File: src/rtl/strip_cwd_pkg.sv
package strip_cwd_pkg;
  localparam int unsigned N_CH    = 127;
  localparam int unsigned N_LAYER = 2;
  localparam int unsigned MAX_W   = 3;
  localparam int unsigned MAP_W   = 2 * (N_CH - 1) + MAX_W;
  localparam int unsigned CODE_W  = $clog2(MAP_W);
  localparam int unsigned CFG_W   = $clog2(MAX_W + 1);
endpackage

File: src/rtl/cwd_mask.sv
module cwd_mask #(
  parameter int unsigned N_CH    = 127,
  parameter int unsigned N_LAYER = 2,
  parameter int unsigned MAX_W   = 3,
  localparam int unsigned TOT    = N_CH * N_LAYER
) (
  input  logic [TOT-1:0]           hits_i,
  input  logic [TOT-1:0]           mask_i,
  output logic [TOT-1:0]           masked_o,
  output logic [N_LAYER*MAX_W-1:0] nbr_lo_o,
  output logic [N_LAYER-1:0]       nbr_hi_o
);
  assign masked_o = hits_i & ~mask_i;

  for (genvar l = 0; l < N_LAYER; l++) begin : g_edge
    assign nbr_lo_o[l*MAX_W +: MAX_W] = masked_o[l*N_CH +: MAX_W];
    assign nbr_hi_o[l]                = masked_o[l*N_CH + N_CH - 1];
  end
endmodule

File: src/rtl/cwd_cluster.sv
module cwd_cluster #(
  parameter int unsigned N_CH  = 127,
  parameter int unsigned MAX_W = 3,
  parameter int unsigned CFG_W = 2,
  localparam int unsigned MAP_W = 2 * (N_CH - 1) + MAX_W,
  localparam int unsigned EXT_W = N_CH + 1 + MAX_W
) (
  input  logic [N_CH-1:0]  hits_i,
  input  logic             nbr_lo_i,
  input  logic [MAX_W-1:0] nbr_hi_i,
  input  logic [CFG_W-1:0] cfg_width_i,
  output logic [MAP_W-1:0] cent_o
);
  // ext[0] = strip below ch0, ext[ch+1] = ch, top MAX_W = strips beyond edge
  logic [EXT_W-1:0] ext;
  assign ext = {nbr_hi_i, hits_i, nbr_lo_i};

  logic [N_CH-1:0][MAX_W-1:0] acc;

  for (genvar ch = 0; ch < N_CH; ch++) begin : g_ch
    logic st;
    assign st = ext[ch+1] & ~ext[ch];
    for (genvar w = 1; w <= MAX_W; w++) begin : g_w
      assign acc[ch][w-1] = st & (&ext[ch+1 +: w]) & ~ext[ch+1+w]
                          & (cfg_width_i >= CFG_W'(w));
    end
  end

  always_comb begin
    cent_o = '0;
    for (int ch = 0; ch < N_CH; ch++) begin
      for (int w = 0; w < MAX_W; w++) begin
        if (acc[ch][w]) cent_o[2*ch + w] = 1'b1;
      end
    end
  end
endmodule

File: src/rtl/cwd_first.sv
module cwd_first #(
  parameter int unsigned MAP_W  = 255,
  parameter int unsigned CODE_W = 8
) (
  input  logic              clk_i,
  input  logic              rst_ni,
  input  logic [MAP_W-1:0]  map_i,
  output logic [CODE_W-1:0] pos_o,
  output logic              vld_o
);
  logic [CODE_W-1:0] pos_d;

  always_comb begin
    pos_d = '0;
    for (int j = MAP_W - 1; j >= 0; j--) begin
      if (map_i[j]) pos_d = CODE_W'(j);
    end
  end

  always_ff @(posedge clk_i or negedge rst_ni) begin
    if (!rst_ni) begin
      pos_o <= '0;
      vld_o <= 1'b0;
    end else begin
      pos_o <= pos_d;
      vld_o <= |map_i;
    end
  end


  zero_when_idle_chk: assert property (@(posedge clk_i) disable iff (!rst_ni)
    !vld_o |-> pos_o == '0);
endmodule

File: src/rtl/strip_cwd.sv
module strip_cwd
  import strip_cwd_pkg::*;
#(
  parameter int unsigned CH     = N_CH,
  parameter int unsigned LAYERS = N_LAYER,
  parameter int unsigned WMAX   = MAX_W,
  localparam int unsigned TOT   = CH * LAYERS,
  localparam int unsigned MW    = 2 * (CH - 1) + WMAX,
  localparam int unsigned CW    = $clog2(MW),
  localparam int unsigned FW    = $clog2(WMAX + 1)
) (
  input  logic                    clk_i,
  input  logic                    rst_ni,
  input  logic [TOT-1:0]          hits_i,
  input  logic [TOT-1:0]          mask_i,
  input  logic [FW-1:0]           cfg_width_i,
  input  logic [LAYERS-1:0]       nbr_lo_i,
  input  logic [LAYERS*WMAX-1:0]  nbr_hi_i,
  output logic [LAYERS*WMAX-1:0]  nbr_lo_o,
  output logic [LAYERS-1:0]       nbr_hi_o,
  output logic [MW-1:0]           cent_lo_o,
  output logic [MW-1:0]           cent_up_o,
  output logic [CW-1:0]           pos_o,
  output logic                    pos_vld_o
);
  logic [TOT-1:0]           masked;
  logic [LAYERS-1:0][MW-1:0] cent_d;

  cwd_mask #(.N_CH(CH), .N_LAYER(LAYERS), .MAX_W(WMAX)) i_mask (
    .hits_i   (hits_i),
    .mask_i   (mask_i),
    .masked_o (masked),
    .nbr_lo_o (nbr_lo_o),
    .nbr_hi_o (nbr_hi_o)
  );

  for (genvar l = 0; l < LAYERS; l++) begin : g_layer
    cwd_cluster #(.N_CH(CH), .MAX_W(WMAX), .CFG_W(FW)) i_cluster (
      .hits_i      (masked[l*CH +: CH]),
      .nbr_lo_i    (nbr_lo_i[l]),
      .nbr_hi_i    (nbr_hi_i[l*WMAX +: WMAX]),
      .cfg_width_i (cfg_width_i),
      .cent_o      (cent_d[l])
    );
  end

  always_ff @(posedge clk_i or negedge rst_ni) begin
    if (!rst_ni) begin
      cent_lo_o <= '0;
      cent_up_o <= '0;
    end else begin
      cent_lo_o <= cent_d[0];
      cent_up_o <= cent_d[LAYERS-1];
    end
  end

  cwd_first #(.MAP_W(MW), .CODE_W(CW)) i_first (
    .clk_i  (clk_i),
    .rst_ni (rst_ni),
    .map_i  (cent_d[0]),
    .pos_o  (pos_o),
    .vld_o  (pos_vld_o)
  );


  cfg_off_chk: assert property (@(posedge clk_i) disable iff (!rst_ni)
    cfg_width_i == '0 |=> (cent_lo_o == '0 && cent_up_o == '0));


  first_set_chk: assert property (@(posedge clk_i) disable iff (!rst_ni)
    pos_vld_o |-> cent_lo_o[pos_o]);


  lowest_chk: assert property (@(posedge clk_i) disable iff (!rst_ni)
    pos_vld_o |-> (cent_lo_o & ((MW'(1) << pos_o) - MW'(1))) == '0);


  vld_map_chk: assert property (@(posedge clk_i) disable iff (!rst_ni)
    pos_vld_o == (cent_lo_o != '0));

  // distinct clusters sit at least four half-strip codes apart
  spacing_chk: assert property (@(posedge clk_i) disable iff (!rst_ni)
    ((cent_lo_o & (cent_lo_o >> 1)) | (cent_lo_o & (cent_lo_o >> 2)) |
     (cent_lo_o & (cent_lo_o >> 3)) | (cent_up_o & (cent_up_o >> 1)) |
     (cent_up_o & (cent_up_o >> 2)) | (cent_up_o & (cent_up_o >> 3))) == '0);
endmodule

File: config.mk
export PLATFORM = sky130hd
export DESIGN_NAME = strip_cwd
export DESIGN_NICKNAME = d
export VERILOG_FILES = /design/src/rtl/strip_cwd_pkg.sv /design/src/rtl/cwd_mask.sv /design/src/rtl/cwd_cluster.sv /design/src/rtl/cwd_first.sv /design/src/rtl/strip_cwd.sv
export SDC_FILE = /design/constraint.sdc
export NUM_CORES = 1
export LEC_CHECK = 0
export ABC_AREA = 0
export ABC_CLOCK_PERIOD_IN_PS = 1000
export BUFFER_PORTS_ARGS = -buffer_cell sky130_fd_sc_hd__buf_2
export CORE_AREA = 2 2 409 411
export DETAILED_ROUTE_END_ITERATION = 16
export DIE_AREA = 0 0 411 413
export GPL_ROUTABILITY_DRIVEN = 0
export PLACE_DENSITY = 0.36
export REMOVE_ABC_BUFFERS = 1
export SYNTH_ARGS = -nofsm -noshare
export SYNTH_HDL_FRONTEND = slang
export SYNTH_SLANG_ARGS = --single-unit
export TNS_END_PERCENT = 5
File: constraint.sdc
create_clock -name clk_i -period 1 [get_ports clk_i]
set_input_delay 0.15 -clock clk_i [delete_from_list [all_inputs] [get_ports clk_i]]
set_output_delay 0.15 -clock clk_i [all_outputs]
set_load 0.05 [all_outputs]
==> impl_metrics.toml <==
[run_status]
run_status = "finished, violations left"
violations = "negative hold slack, negative setup slack"

[clocking]
clockRootBuffer = "clkbuf_16"
cts_made_buffers = 73
clock_path_buffers = 3
cts_tree = "built"
clock_sink_count = 519
htree_levels = 3
cts.clk_slew.worst_paths_ps = 60

[synth]
yosysSeqAreaShare_pct = 44.9
synth.cell_area_um2 = 28900
synthCells = 3360
ys_ff_latch = 519
synth_edf_count = 0
ys_types = 92
ys.flop_type = "dfrtp_1"
avgSynthCellArea_um2 = 8.60
synth_warnings = 0
ys_async_sr_fraction_pct = 100

[floorplan]
die_area_um2 = 170000
core_area_um2 = 166000
rows = 150
ioPinCount = 1047
die_x_um = 411
initial_utilization_pct = 17.4
die_height_um = 413

[sta]
rsz0062_at_grt = "true"
hold_violations = 25
final_max_slew_viol_count = 0
period_needed_ps = 2430
whs_ps = -137
finalSetupViolCount = 736
timing.final.ws_setup_ps = -1430
relSlewSlack_pct = 39.8
tightest_slew_ps = 901
max_freq_mhz = 411
period_share_pct = 243

[route]
num_vias = 37500
dr.pass1.iters = 5
drt_iter0_drc = 2560
wl_per_cell_um = 24.2
drc = 0
ant_nets = 0
vias_per_cell = 4.58
routed_wl_um = 198000

[global_route]
grt_start_max_net_pins = 68
grt_pass1_wl_um = 276000
grt_pass1_vias = 38200
antenna_found_initial = 91
grt_use_total_pct = 22.3
grt-ovfl-total = 0

[setup_path]
crit_fanout = 11
worstPathCellList = "clkbuf_16 -> or2_4 -> buf_4 -> clkbuf_16 -> buf_4 -> nand3_1 -> a21oi_1 -> or3_1 -> o211ai_1 -> a221o_1 -> nor2_1 -> a211o_4 -> a2111oi_4"
crit_family = "compound AO/OA/AOI/OAI gates"
path_buf_inv = 4
arrival_ps = 2990
critPathSlowestCell = "or3_1"
path_class = "in -> reg"
end_kind = "flip-flop"
cpPeakStageDelay_ps = 430
worstSetupStartpointType = "input pin"
critPathRequiredTime_ps = 1560

[layout]
design_area_um2 = 56400
final_util_pct = 34.0
drive_gt1_share_pct = 45.2
fillers = 17400
final_cells = 8190
syn2layout_area_growth_pct = 95.0
layout.nets = 6413

[placement]
placed_cell_area_um2 = 46900
port-buffer-count = 1046
place_worst_setup_slack_ps = -2970
numPlacedInstances = 7707
dp_hpwl_um = 162000

[power]
p_total_uw = 71000
vdd_ir_drop_max_v = 0.00118
p_leak_uw = 0.0268
power_density_nw_per_um2 = 1260

[worst_hold_path]
whs_endpoint = "cent_up_o[245]"
hp-class = "in -> reg"
hold_start = "mask_i[249]"
whs_path_depth = 4

[flow_run]
cap_viol_max_count = 0
-- through the flow --
stage,setup TNS (ps),hold slack (ps)
2_1_floorplan,-56780,-146
3_5_place_dp,-417500,-30.7
4_1_cts,-277590,-208
3_3_place_gp,-423740,-28.2
5_1_grt,-266580,-166
6_report,-225860,-137
-- cells in the mapped netlist, types with 7 or more instances --
cell type  instances  area, um2
buf_6             11        124
or2_2             10       62.6
o22ai_1           89        557
nand3_1          232       1160
a22oi_1           27        203
o21ai_0           64        320
o32ai_1           36        315
a211oi_1           9       67.6
nor3_1           142        711
nand3b_1          13       97.6
nor2b_1          239       1500
o211ai_1          11       82.6
o41ai_1           14        123
inv_1             46        173
a2111oi_0          7       61.3
or3_1             25        156
or4_1             22        165
o32a_1             7       70.1
a2bb2oi_1          9       78.8
o21a_1             9       67.6
nand2_1          273       1020
nor4_1           201       1260
a41oi_1           10       87.6
clkbuf_1         137        514
nor2_1           365       1370
and4b_1            7       70.1
o31ai_1           23        173
a21oi_1          127        636
nand4_1          101        632
dfrtp_1          519      13000
o2111ai_1         12        105
o21ai_1           10       50.1
and2_1            20        125
buf_1             16       60.1
a31oi_1           32        200
a211o_1            8       70.1
a32oi_1           47        412
buf_2             22        110
a21o_1            11       82.6
nand2b_1         263       1650
and3_1            20        125
-- what timing repair did --
action,4_1_cts,5_1_grt
setup endpoints to repair,810,862
buffers inserted,17,23
cloned,4,3
hold endpoints to repair,834,27
resized for setup,566,636
pin swaps,40,52
hold buffers,274,2
-- tightest hold or removal path, stage by stage --
cell,delay (ps)
buf_2,80
nor2b_1,100
nand2_1,110
nor4_1,60
-- area by class of cell --
cell class,instances,area (um2),area share (%)
antenna,35,87.6,0.155
clock buffer,95,1990,3.53
clock inverter,38,567,1.01
inverter,48,199,0.353
multi-input combinational,2601,15900,28.2
sequential,519,13000,23.1
tap,2204,2760,4.89
timing repair buffer,2650,21900,38.8
-- cell families after synthesis --
| group | count (synthesis) | synth area share [%] |
|---|---|---|
| flip-flops | 519 | 44.9 |
| buffers and inverters | 240 | 3.58 |
| AND/OR/NAND/NOR | 1981 | 36.5 |
| AO/OA/AOI/OAI | 620 | 15.0 |
-- registers in the layout, summed over array words and instances (netlist names) --
register / count
i_first.pos_o: 8
cent_lo_o: 255
cent_up_o: 255
i_first.vld_o: 1
-- worst max path at each step --
stage                  endpoint           start  slack, ps  cells after the start
6_report       i_first.pos_o[0]  cfg_width_i[0]      -1430                     13
3_5_place_dp   i_first.pos_o[2]      hits_i[99]      -2970                     15
2_1_floorplan  i_first.pos_o[1]  cfg_width_i[0]      -1750                      9
5_1_grt        i_first.pos_o[2]  cfg_width_i[0]      -1490                     16
4_1_cts        i_first.pos_o[0]  cfg_width_i[1]      -1510                     14
3_3_place_gp   i_first.pos_o[2]      hits_i[99]      -2760                     15
-- cell usage in the layout, fill, tap and decap left out, drive strengths merged, types with 12 or more instances in the layout --
| cell type | count |
|---|---|
| o22ai | 89 |
| a21oi | 127 |
| o41ai | 15 |
| dfrtp | 519 |
| o21ai | 74 |
| o2111ai | 12 |
| dlygate4sd3 | 272 |
| inv | 52 |
| bufinv | 12 |
| clkinv | 14 |
| a31oi | 32 |
| or3 | 25 |
| a32oi | 47 |
| o31ai | 23 |
| nand2 | 273 |
| o32ai | 36 |
| nor3 | 144 |
| a22oi | 27 |
| or4 | 23 |
| buf | 2370 |
| nand3 | 233 |
| nor4 | 203 |
| nand3b | 13 |
| and3 | 20 |
| diode | 35 |
| nor2 | 366 |
| nand2b | 263 |
| and2 | 21 |
| or2 | 15 |
| nand4 | 101 |
| nor2b | 239 |
| clkbuf | 99 |
-- layer usage --
metal	GRT usage [%]	share of wire, %
met5	0	0.11
met1	26.1	40
met3	5.99	7.6
met4	7.98	3.6
met2	38.9	49
-- where the power goes --
group / total, uW / switching [uW] / internal, uW
clock network: 28200 / 11000 / 17200
logic: 20600 / 11500 / 9110
registers: 22200 / 483 / 21700
total: 71000 / 23000 / 48000
Power figures use the tool's default switching activity.
